`src/rtl/gpio_irq_pkg.sv`:
```
package gpio_irq_pkg;
   localparam int KIND_W = 3;

   // Register kinds, upper field of the word address
   typedef enum logic [KIND_W-1:0] {
      K_RISE_OFF  = 3'd0,
      K_FALL_OFF  = 3'd1,
      K_LVL_SEL   = 3'd2,
      K_LVL_INV   = 3'd3,
      K_LVL_GATE  = 3'd4,
      K_IRQ_MASK  = 3'd5,
      K_STATUS    = 3'd6
   } reg_kind_e;
endpackage

```
`src/rtl/gpio_irq_sync.sv`:
```
module gpio_irq_sync #(
   parameter int WIDTH  = 93,
   parameter int STAGES = 2
) (
   input  logic             clk,
   input  logic             rst_n,
   input  logic [WIDTH-1:0] d_i,
   output logic [WIDTH-1:0] q_o
);
   logic [WIDTH-1:0] chain [STAGES];

   generate
      if (STAGES < 2) begin : g_bad
         $error("gpio_irq_sync needs at least two stages");
      end
      for (genvar s = 0; s < STAGES; s++) begin : g_stage
         always_ff @(posedge clk or negedge rst_n) begin
            if (!rst_n)
               chain[s] <= '0;
            else if (s == 0)
               chain[s] <= d_i;
            else
               chain[s] <= chain[(s == 0) ? 0 : s-1];
         end
      end
   endgenerate

   assign q_o = chain[STAGES-1];
endmodule

```
`src/rtl/gpio_irq_bank.sv`:
```
module gpio_irq_bank
   import gpio_irq_pkg::*;
#(
   parameter int                BANK_W = 32,
   parameter logic [BANK_W-1:0] VALID  = '1
) (
   input  logic              clk,
   input  logic              rst_n,
   input  logic [BANK_W-1:0] pin_s,
   input  logic              wr_en,
   input  logic [KIND_W-1:0] wr_kind,
   input  logic [BANK_W-1:0] wr_data,
   input  logic [KIND_W-1:0] rd_kind,
   output logic [BANK_W-1:0] rd_data,
   output logic [BANK_W-1:0] status_o,
   output logic [BANK_W-1:0] mask_o
);
   logic [BANK_W-1:0] rise_off, fall_off, lvl_sel, lvl_inv, lvl_gate, irq_mask;
   logic [BANK_W-1:0] status_q, prev_q;
   logic [BANK_W-1:0] rise_ev, fall_ev, lvl_ev, evt, clr;
   logic [BANK_W-1:0] wval;

   assign wval = wr_data & VALID;

   // configuration words
   always_ff @(posedge clk or negedge rst_n) begin
      if (!rst_n) begin
         rise_off <= VALID;
         fall_off <= VALID;
         lvl_sel  <= '0;
         lvl_inv  <= '0;
         lvl_gate <= VALID;
         irq_mask <= VALID;
      end else if (wr_en) begin
         case (wr_kind)
            K_RISE_OFF: rise_off <= wval;
            K_FALL_OFF: fall_off <= wval;
            K_LVL_SEL:  lvl_sel  <= wval;
            K_LVL_INV:  lvl_inv  <= wval;
            K_LVL_GATE: lvl_gate <= wval;
            K_IRQ_MASK: irq_mask <= wval;
            default: ;
         endcase
      end
   end

   // event detection on synchronized pins
   always_comb begin
      rise_ev = ~lvl_sel & ~rise_off & pin_s & ~prev_q;
      fall_ev = ~lvl_sel & ~fall_off & ~pin_s & prev_q;
      lvl_ev  = lvl_sel & ~lvl_gate & (pin_s ^ lvl_inv);
      evt     = (rise_ev | fall_ev | lvl_ev) & VALID;
      clr     = (wr_en && wr_kind == K_STATUS) ? wval : '0;
   end

   // sticky status, a fresh event wins over a clear in the same cycle
   always_ff @(posedge clk or negedge rst_n) begin
      if (!rst_n) begin
         status_q <= '0;
         prev_q   <= '0;
      end else begin
         status_q <= (status_q & ~clr) | evt;
         prev_q   <= pin_s & VALID;
      end
   end

   always_comb begin
      case (rd_kind)
         K_RISE_OFF: rd_data = rise_off;
         K_FALL_OFF: rd_data = fall_off;
         K_LVL_SEL:  rd_data = lvl_sel;
         K_LVL_INV:  rd_data = lvl_inv;
         K_LVL_GATE: rd_data = lvl_gate;
         K_IRQ_MASK: rd_data = irq_mask;
         K_STATUS:   rd_data = status_q;
         default:    rd_data = '0;
      endcase
   end

   assign status_o = status_q;
   assign mask_o   = irq_mask;
endmodule

```
`src/rtl/gpio_irq_ctrl.sv`:
```
module gpio_irq_ctrl
   import gpio_irq_pkg::*;
#(
   parameter int NUM_PINS    = 93,
   parameter int BANK_W      = 32,
   parameter int SYNC_STAGES = 2,
   localparam int NUM_BANKS  = (NUM_PINS + BANK_W - 1) / BANK_W,
   localparam int BSEL_W     = (NUM_BANKS > 1) ? $clog2(NUM_BANKS) : 1,
   localparam int ADDR_W     = KIND_W + BSEL_W
) (
   input  logic                clk,
   input  logic                rst_n,
   input  logic [NUM_PINS-1:0] pin_i,
   input  logic [ADDR_W-1:0]   reg_addr,
   input  logic                reg_we,
   input  logic [BANK_W-1:0]   reg_wdata,
   output logic [BANK_W-1:0]   reg_rdata,
   output logic                irq_o
);
   localparam int PAD_W = NUM_BANKS * BANK_W;

   logic [NUM_PINS-1:0] pin_s;
   logic [PAD_W-1:0]    pin_pad, status_pad, mask_pad;
   logic [BANK_W-1:0]   bank_rd [NUM_BANKS];
   logic [KIND_W-1:0]   kind;
   logic [BSEL_W-1:0]   bsel;
   logic [NUM_PINS-1:0] status_all, mask_all;

   assign kind = reg_addr[ADDR_W-1:BSEL_W];
   assign bsel = reg_addr[BSEL_W-1:0];

   generate
      if (NUM_PINS < 1 || BANK_W < 1) begin : g_bad_cfg
         $error("gpio_irq_ctrl: NUM_PINS and BANK_W must be positive");
      end
      if (PAD_W > NUM_PINS) begin : g_pad
         assign pin_pad = {{(PAD_W-NUM_PINS){1'b0}}, pin_s};
      end else begin : g_nopad
         assign pin_pad = pin_s;
      end
   endgenerate

   gpio_irq_sync #(.WIDTH(NUM_PINS), .STAGES(SYNC_STAGES)) u_sync (
      .clk  (clk),
      .rst_n(rst_n),
      .d_i  (pin_i),
      .q_o  (pin_s)
   );

   generate
      for (genvar b = 0; b < NUM_BANKS; b++) begin : g_bank
         localparam int LEFT = NUM_PINS - b*BANK_W;
         localparam int HI   = (LEFT >= BANK_W) ? BANK_W : LEFT;
         localparam logic [BANK_W-1:0] VM = {BANK_W{1'b1}} >> (BANK_W - HI);

         gpio_irq_bank #(.BANK_W(BANK_W), .VALID(VM)) u_bank (
            .clk     (clk),
            .rst_n   (rst_n),
            .pin_s   (pin_pad[b*BANK_W +: BANK_W]),
            .wr_en   (reg_we && (bsel == BSEL_W'(b))),
            .wr_kind (kind),
            .wr_data (reg_wdata),
            .rd_kind (kind),
            .rd_data (bank_rd[b]),
            .status_o(status_pad[b*BANK_W +: BANK_W]),
            .mask_o  (mask_pad[b*BANK_W +: BANK_W])
         );
      end
   endgenerate

   always_comb begin
      reg_rdata = '0;
      for (int b = 0; b < NUM_BANKS; b++)
         if (bsel == BSEL_W'(b)) reg_rdata = bank_rd[b];
   end

   assign status_all = status_pad[NUM_PINS-1:0];
   assign mask_all   = mask_pad[NUM_PINS-1:0];
   assign irq_o      = |(status_pad & ~mask_pad);
endmodule

```
`config.mk`:
```
export PLATFORM = sky130hd
export DESIGN_NAME = gpio_irq_ctrl
export DESIGN_NICKNAME = d
export VERILOG_FILES = /design/src/rtl/gpio_irq_pkg.sv /design/src/rtl/gpio_irq_sync.sv /design/src/rtl/gpio_irq_bank.sv /design/src/rtl/gpio_irq_ctrl.sv
export SDC_FILE = /design/constraint.sdc
export NUM_CORES = 1
export LEC_CHECK = 0
export BUFFER_PORTS_ARGS = -buffer_cell sky130_fd_sc_hd__buf_4
export CORE_MARGIN = 2
export CORE_UTILIZATION = 60
export CTS_CLUSTER_DIAMETER = 50
export DETAILED_ROUTE_END_ITERATION = 10
export PLACE_DENSITY = 0.83
export SYNTH_ARGS = -nofsm -noshare
export SYNTH_HDL_FRONTEND = slang
export SYNTH_SLANG_ARGS = --single-unit
export TNS_END_PERCENT = 5
```
`constraint.sdc`:
```
create_clock -name clk -period 2.3 [get_ports clk]
set_clock_uncertainty 0.1 [all_clocks]
set_input_delay 0.23 -clock clk [delete_from_list [all_inputs] [get_ports clk]]
set_output_delay 0.23 -clock clk [all_outputs]
set_load 0.02 [all_outputs]
```
## Yosys cells after proc, flatten, opt, wreduce, memory -nomap -nowiden

Cells that the tools add are included.

- Register bits after elaboration: 933
- Bits in latches: 0
- Word-level logic and storage cells: 132
- Bits in writable memories: 0
- Memory bits (read-only): 0
- Output and inout bits: 33
- Memories kept: 0
- Bits of input ports: 133

- Shifts and indexed selects: 0
- Muxes and demuxes: 9
- Bitwise operators: 62
- Reduce and logical (&&, ||, !) cells: 27
- Equal/unequal tests: 8
- Divide/modulo/power cells: 0
- Add/subtract/negate cells: 0
- $mul: 0
- Order comparisons: 0

Operators by type and width:

| operator | number |
|---|---|
| 32-bit case mux with 7 select lines | 3 |
| 32-bit AND | 19 |
| 32-bit inverter | 15 |
| 29-bit AND | 8 |
| 32-bit OR | 6 |
| 29-bit inverter | 6 |
| 32-bit two-way mux | 5 |
| 96-bit AND | 1 |
| 93-bit inverter with 96-bit output | 1 |
| 96-bit OR reduction | 1 |
| 32-bit bitwise XOR | 2 |
| 29-bit OR | 2 |
| 2-bit AND reduction | 18 |
| 32-bit by 29-bit OR with 32-bit output | 1 |
| 29-bit two-way mux | 1 |
| 29-bit bitwise XOR | 1 |
| 3-bit equality test (second input constant) | 3 |
| 3-bit by 2-bit equality test with 1-bit output (second input constant) | 2 |
| 1-bit logical AND | 6 |
| 3-bit by 1-bit equality test with 1-bit output (second input constant) | 1 |
| 3-bit zero test | 1 |
| 2-bit by 1-bit equality test with 1-bit output (second input constant) | 1 |
| 2-bit equality test (second input constant) | 1 |
| 2-bit zero test | 1 |

## Logic depth before layout (Yosys ltp)

- Depth in word-level cells: 7
- Mapped depth: 9
- Gate-level depth less buffers: 5

## Hierarchy

Synthesis repeated with hierarchy kept, for this count alone.

- Cells, all modules: 3616
- Area total of the unflattened synthesis: 42889.9 µm²

Modules (own cells, without submodules):

| module | area an instance (µm²) | times used | cells an instance | sequential area each (µm²) |
|---|---|---|---|---|
| gpio_irq_bank (g_bank[0].u_bank ...) | 12364.4 | 2 | 1050 | 6566.3 |
| gpio_irq_bank (g_bank[2].u_bank) | 11339.6 | 1 | 969 | 5950.7 |
| gpio_irq_sync | 5352.6 | 1 | 279 | 4654.5 |
| gpio_irq_ctrl | 1468.9 | 1 | 268 | 0.0 |

## Worst setup path after synthesis

OpenSTA, ideal clock, no wires.

- Path type: in2out
- From: in reg_addr[3]
- To: out reg_rdata[14]
- Arrival time: 1.935 ns
- Data required time: 1.970 ns
- Path buffers: 4
- Stages on the path: 7
- Setup slack: 0.035 ns
- Cells stage by stage: buf_2 > buf_2 > buf_2 > clkbuf_1 > nand2_1 > a21o_1 > a221oi_1

- Word-level cells in the longest chain between the ends: 5
- Elaborated cells between the ends (all ways): 13
- Classes of those cells: 6 x eq/ne; 6 x mux; 1 x reduce/logical

RTL lines:

| item | line | text |
|---|---|---|
| start, declared | gpio_irq_ctrl.sv:14 | `input logic [ADDR_W-1:0] reg_addr,` |
| 3-bit equality test (tied with other cells) | gpio_irq_bank.sv:68 | `case (rd_kind)` |
| 32-bit case mux with 7 select lines | gpio_irq_bank.sv:68 |  |
| 32-bit two-way mux (2 in series) | gpio_irq_ctrl.sv:74 | `if (bsel == BSEL_W'(b)) reg_rdata = bank_rd[b];` |
| 32-bit two-way mux (*) | gpio_irq_ctrl.sv:74 |  |
| end, declared | gpio_irq_ctrl.sv:17 | `output logic [BANK_W-1:0] reg_rdata,` |

Every way passes the cells marked *; elsewhere a longest branch is shown, timed or not.

## Final worst setup path

- From: reg g_bank[1].u_bank.irq_mask[19]
- To: out irq_o

- Word-level cells in the longest chain between the ends: 3

RTL lines:

| item | line | text |
|---|---|---|
| start, declared | gpio_irq_bank.sv:18 | `logic [BANK_W-1:0] rise_off, fall_off, lvl_sel, lvl_inv, lvl_gate, irq_mask;` |
| start signal, assigned | gpio_irq_bank.sv:41 | `K_IRQ_MASK: irq_mask <= wval;` |
| 93-bit inverter with 96-bit output | gpio_irq_ctrl.sv:79 | `assign irq_o = \|(status_pad & ~mask_pad);` |
| 96-bit AND | gpio_irq_ctrl.sv:79 |  |
| 96-bit OR reduction | gpio_irq_ctrl.sv:79 |  |
| end, declared | gpio_irq_ctrl.sv:18 | `output logic irq_o` |

Every way passes these cells.

==> out/qor.yml <==
outcome:
  violations: "negative setup slack"
  status: "complete, but fails checks"
clock_tree:
  cts_tree: "yes"
  numCtsBuffers: 101
  htree_levels: 3
  clk_pin_slew_worst_paths_ps: 70
  clock-root-buffer: "clkbuf_16"
  cts.sinks: 930
  cts_buffer_depth: 3
  clk_latency_ps: 690
floorplan:
  start_util_pct: 60.4
  dieArea_um2: 71100
  fp-row-count: 96
  die_h_um: 267
  die_w_um: 267
  pin_count: 166
  core_area_um2: 68500
place:
  dpl_cell_area_um2: 46500
  io_buffers: 165
  gp_congestion: 0.980
  hpwl_mm: 88.6
power_and_ir_drop:
  p_total_uw: 45800
  peakVddDrop_uv: 1040
  power.density_nw_per_um2: 887
  p_leak_uw: 0.0220
worst_setup_path:
  cpMaxStageDelayCell: "dfstp_2"
  cp_max_fo: 2
  worstPathArrival_ps: 2720
  cp-start-kind: "flop"
  required_ps: 1970
  critPathKind: "reg -> out"
  slowest_delay_ps: 560
  cp-end-kind: "output pin"
  worstPathCellList: "o22ai_1, a221oi_1, buf_4, nand4_1, or4_4, buf_6"
route:
  num_vias: 32300
  antenna_left: 0
  firstDrtPassIters: 6
  drt_wl_total_mm: 141
  post_drt_via_cell_ratio: 6.75
  wire_per_inst_um: 29.5
  drt-initial-drc-count: 4291
  drc: 0
timing:
  finalSetupViolCount: 33
  min_period_ps: 3050
  fmax_mhz: 327
  relSlewSlack_pct: 46.3
  fin_crit_sh_pct: 133
  drv_slew: 0
  setup_slack_ps: -754
  rsz0062_at_grt: "true"
  finalHoldViolations: 0
  tightest_slew_ps: 806
grt:
  grt.overflow.total: 0
  grt_use_total_pct: 39.9
  use_met1_pct: 50.5
  grt_pass1_vias: 33600
  gr-usage-met2_pct: 58.6
  grt_max_degree: 136
  grtUsageMet3_pct: 13.4
  grt_pass1_wl_mm: 209
  antenna_found_initial: 7
  top_usage_layer: "met2"
yosys:
  synth-seq-cells: 930
  syn_nets: 3403
  synth_ff_type: "dfrtp_1"
  syn_inst: 3270
  synth-seq-area-share_pct: 57.4
  synth.avg_cell_area_um2: 12.7
  async_flop_share_pct: 100
  yosysWarnings: 0
  synth_area_um2: 41400
  synth_edf_count: 0
  ys_types: 58
min_path:
  min_path_type: "in -> reg"
flow_run:
  cap_violations: 0
cells_and_area:
  syn2layout_area_growth_pct: 24.7
  fillers: 3818
  final_cell_area_um2: 51600
  drive_above_1_share_pct: 46.2
  nets: 3939
[synth_stat cells (all sizes together), types with 8 or more instances]
cell | instances | share of area [%]
a21oi | 167 | 2.0
a221o | 141 | 3.4
a221oi | 43 | 0.91
a22oi | 40 | 0.73
a31oi | 12 | 0.18
and3 | 8 | 0.12
buf | 120 | 1.6
clkbuf | 105 | 0.95
dfrtp | 558 | 34
dfstp | 372 | 24
inv | 84 | 0.76
mux2 | 616 | 17
mux2i | 65 | 1.6
mux4 | 30 | 1.6
nand2 | 166 | 1.5
nand2b | 12 | 0.18
nor2 | 333 | 3.0
nor2b | 11 | 0.17
nor3 | 15 | 0.22
nor3b | 94 | 1.7
o21a | 8 | 0.15
o21ai | 31 | 0.37
o221ai | 14 | 0.30
o22ai | 43 | 0.65
o2bb2ai | 25 | 0.53
xnor2 | 93 | 2.0
[stage by stage]
stage / std cells / setup WS [ps] / util (%) / setup TNS, ps / hold slack [ps]
2_1_floorplan: 3270 / 34.8 / - / 0 / -166
3_3_place_gp: 4458 / -363 / 67.9 / -7380 / 10.5
3_5_place_dp: 4458 / -393 / 67.9 / -8390 / 9.15
4_1_cts: 4776 / -733 / 75.2 / -11650 / 73.5
5_1_grt: 4776 / -794 / 75.4 / -13570 / 84.2
6_report: 4781 / -754 / 75.4 / -12400 / 76.4
[worst max-delay path, delay by kind of cell, from the launching register on]
family / cells / cell delay (ps)
AND/OR/NAND/NOR: 2 / 650
buffers and inverters: 2 / 400
flip-flops: 1 / 560
AO/OA/AOI/OAI: 2 / 400
[cell families after synthesis]
logic type | synth area share (%)
multiplexers | 20.0
buffers and inverters | 3.30
AO/OA/AOI/OAI | 10.1
XOR/XNOR | 1.97
AND/OR/NAND/NOR | 7.28
flip-flops | 57.4
[timing repair]
action                                 4_1_cts  5_1_grt
setup endpoints to repair                   33       33
resized for setup                           79       25
endpoints found under the hold margin     1372        0
setup buffers                                0        0
hold buffers                               127        0
pin swaps                                   18        7
[final timing paths]
path,slack [ps],endpoint,from,depth (start not counted)
worst max-delay path,-750,irq_o,g_bank[1].u_bank.mask_o[19],6
worst min-delay path,80,u_sync.chain[177],pin_i[84],2
worst max register to register,820,g_bank[1].u_bank.status_o[25],u_sync.q_o[57],3
worst min register to register,220,u_sync.q_o[85],u_sync.chain[178],0
max in group asynchronous,1140,u_sync.q_o[51],rst_n,3
min in group asynchronous,120,g_bank[2].u_bank.mask_o[4],rst_n,2
[layout by cell type (no fill, tap or decap), drive strengths merged, types with 5 or more instances in the layout]
| master | Yosys | routed |
|---|---|---|
| a21o | 6 | 6 |
| a21oi | 167 | 167 |
| a221o | 141 | 141 |
| a221oi | 43 | 43 |
| a22oi | 40 | 40 |
| a31oi | 12 | 12 |
| and3 | 8 | 8 |
| buf | 120 | 531 |
| bufinv | 0 | 7 |
| clkbuf | 105 | 146 |
| clkinv | 2 | 25 |
| clkinvlp | 0 | 6 |
| dfrtp | 558 | 558 |
| dfstp | 372 | 372 |
| diode | 0 | 5 |
| dlygate4sd3 | 0 | 127 |
| inv | 84 | 93 |
| mux2 | 616 | 616 |
| mux2i | 65 | 65 |
| mux4 | 30 | 30 |
| nand2 | 166 | 166 |
| nand2b | 12 | 12 |
| nand3 | 6 | 6 |
| nor2 | 333 | 333 |
| nor2b | 11 | 11 |
| nor3 | 15 | 15 |
| nor3b | 94 | 94 |
| nor4 | 5 | 5 |
| o211ai | 6 | 6 |
| o21a | 8 | 8 |
| o21ai | 31 | 31 |
| o221ai | 14 | 14 |
| o22ai | 43 | 43 |
| o2bb2ai | 25 | 25 |
| xnor2 | 93 | 93 |
[power by group]
part / total, µW / switching, µW / internal, µW
clock: 16600 / 6980 / 9640
combinational: 7480 / 3560 / 3920
sequential: 21700 / 2120 / 19600
[area by class of cell]
cell class | instances | area [µm²] | area share, %
Tap cell | 882 | 1100 | 2.14
Antenna cell | 5 | 12.5 | 0.0242
Sequential cell | 930 | 23700 | 46.0
Timing Repair Buffer | 658 | 6260 | 12.1
Clock buffer | 146 | 2900 | 5.62
Clock inverter | 45 | 510 | 0.989
Multi-Input combinational cell | 2029 | 16800 | 32.5
Inverter | 86 | 323 | 0.626
[routing by layer]
metal	up-vias	share of wire, %
li1	12900	-
met1	16100	35
met2	2468	44
met3	793	13
met4	10	7.9
met5	-	0.050
No activity file was read; power rests on OpenSTA's default activity.
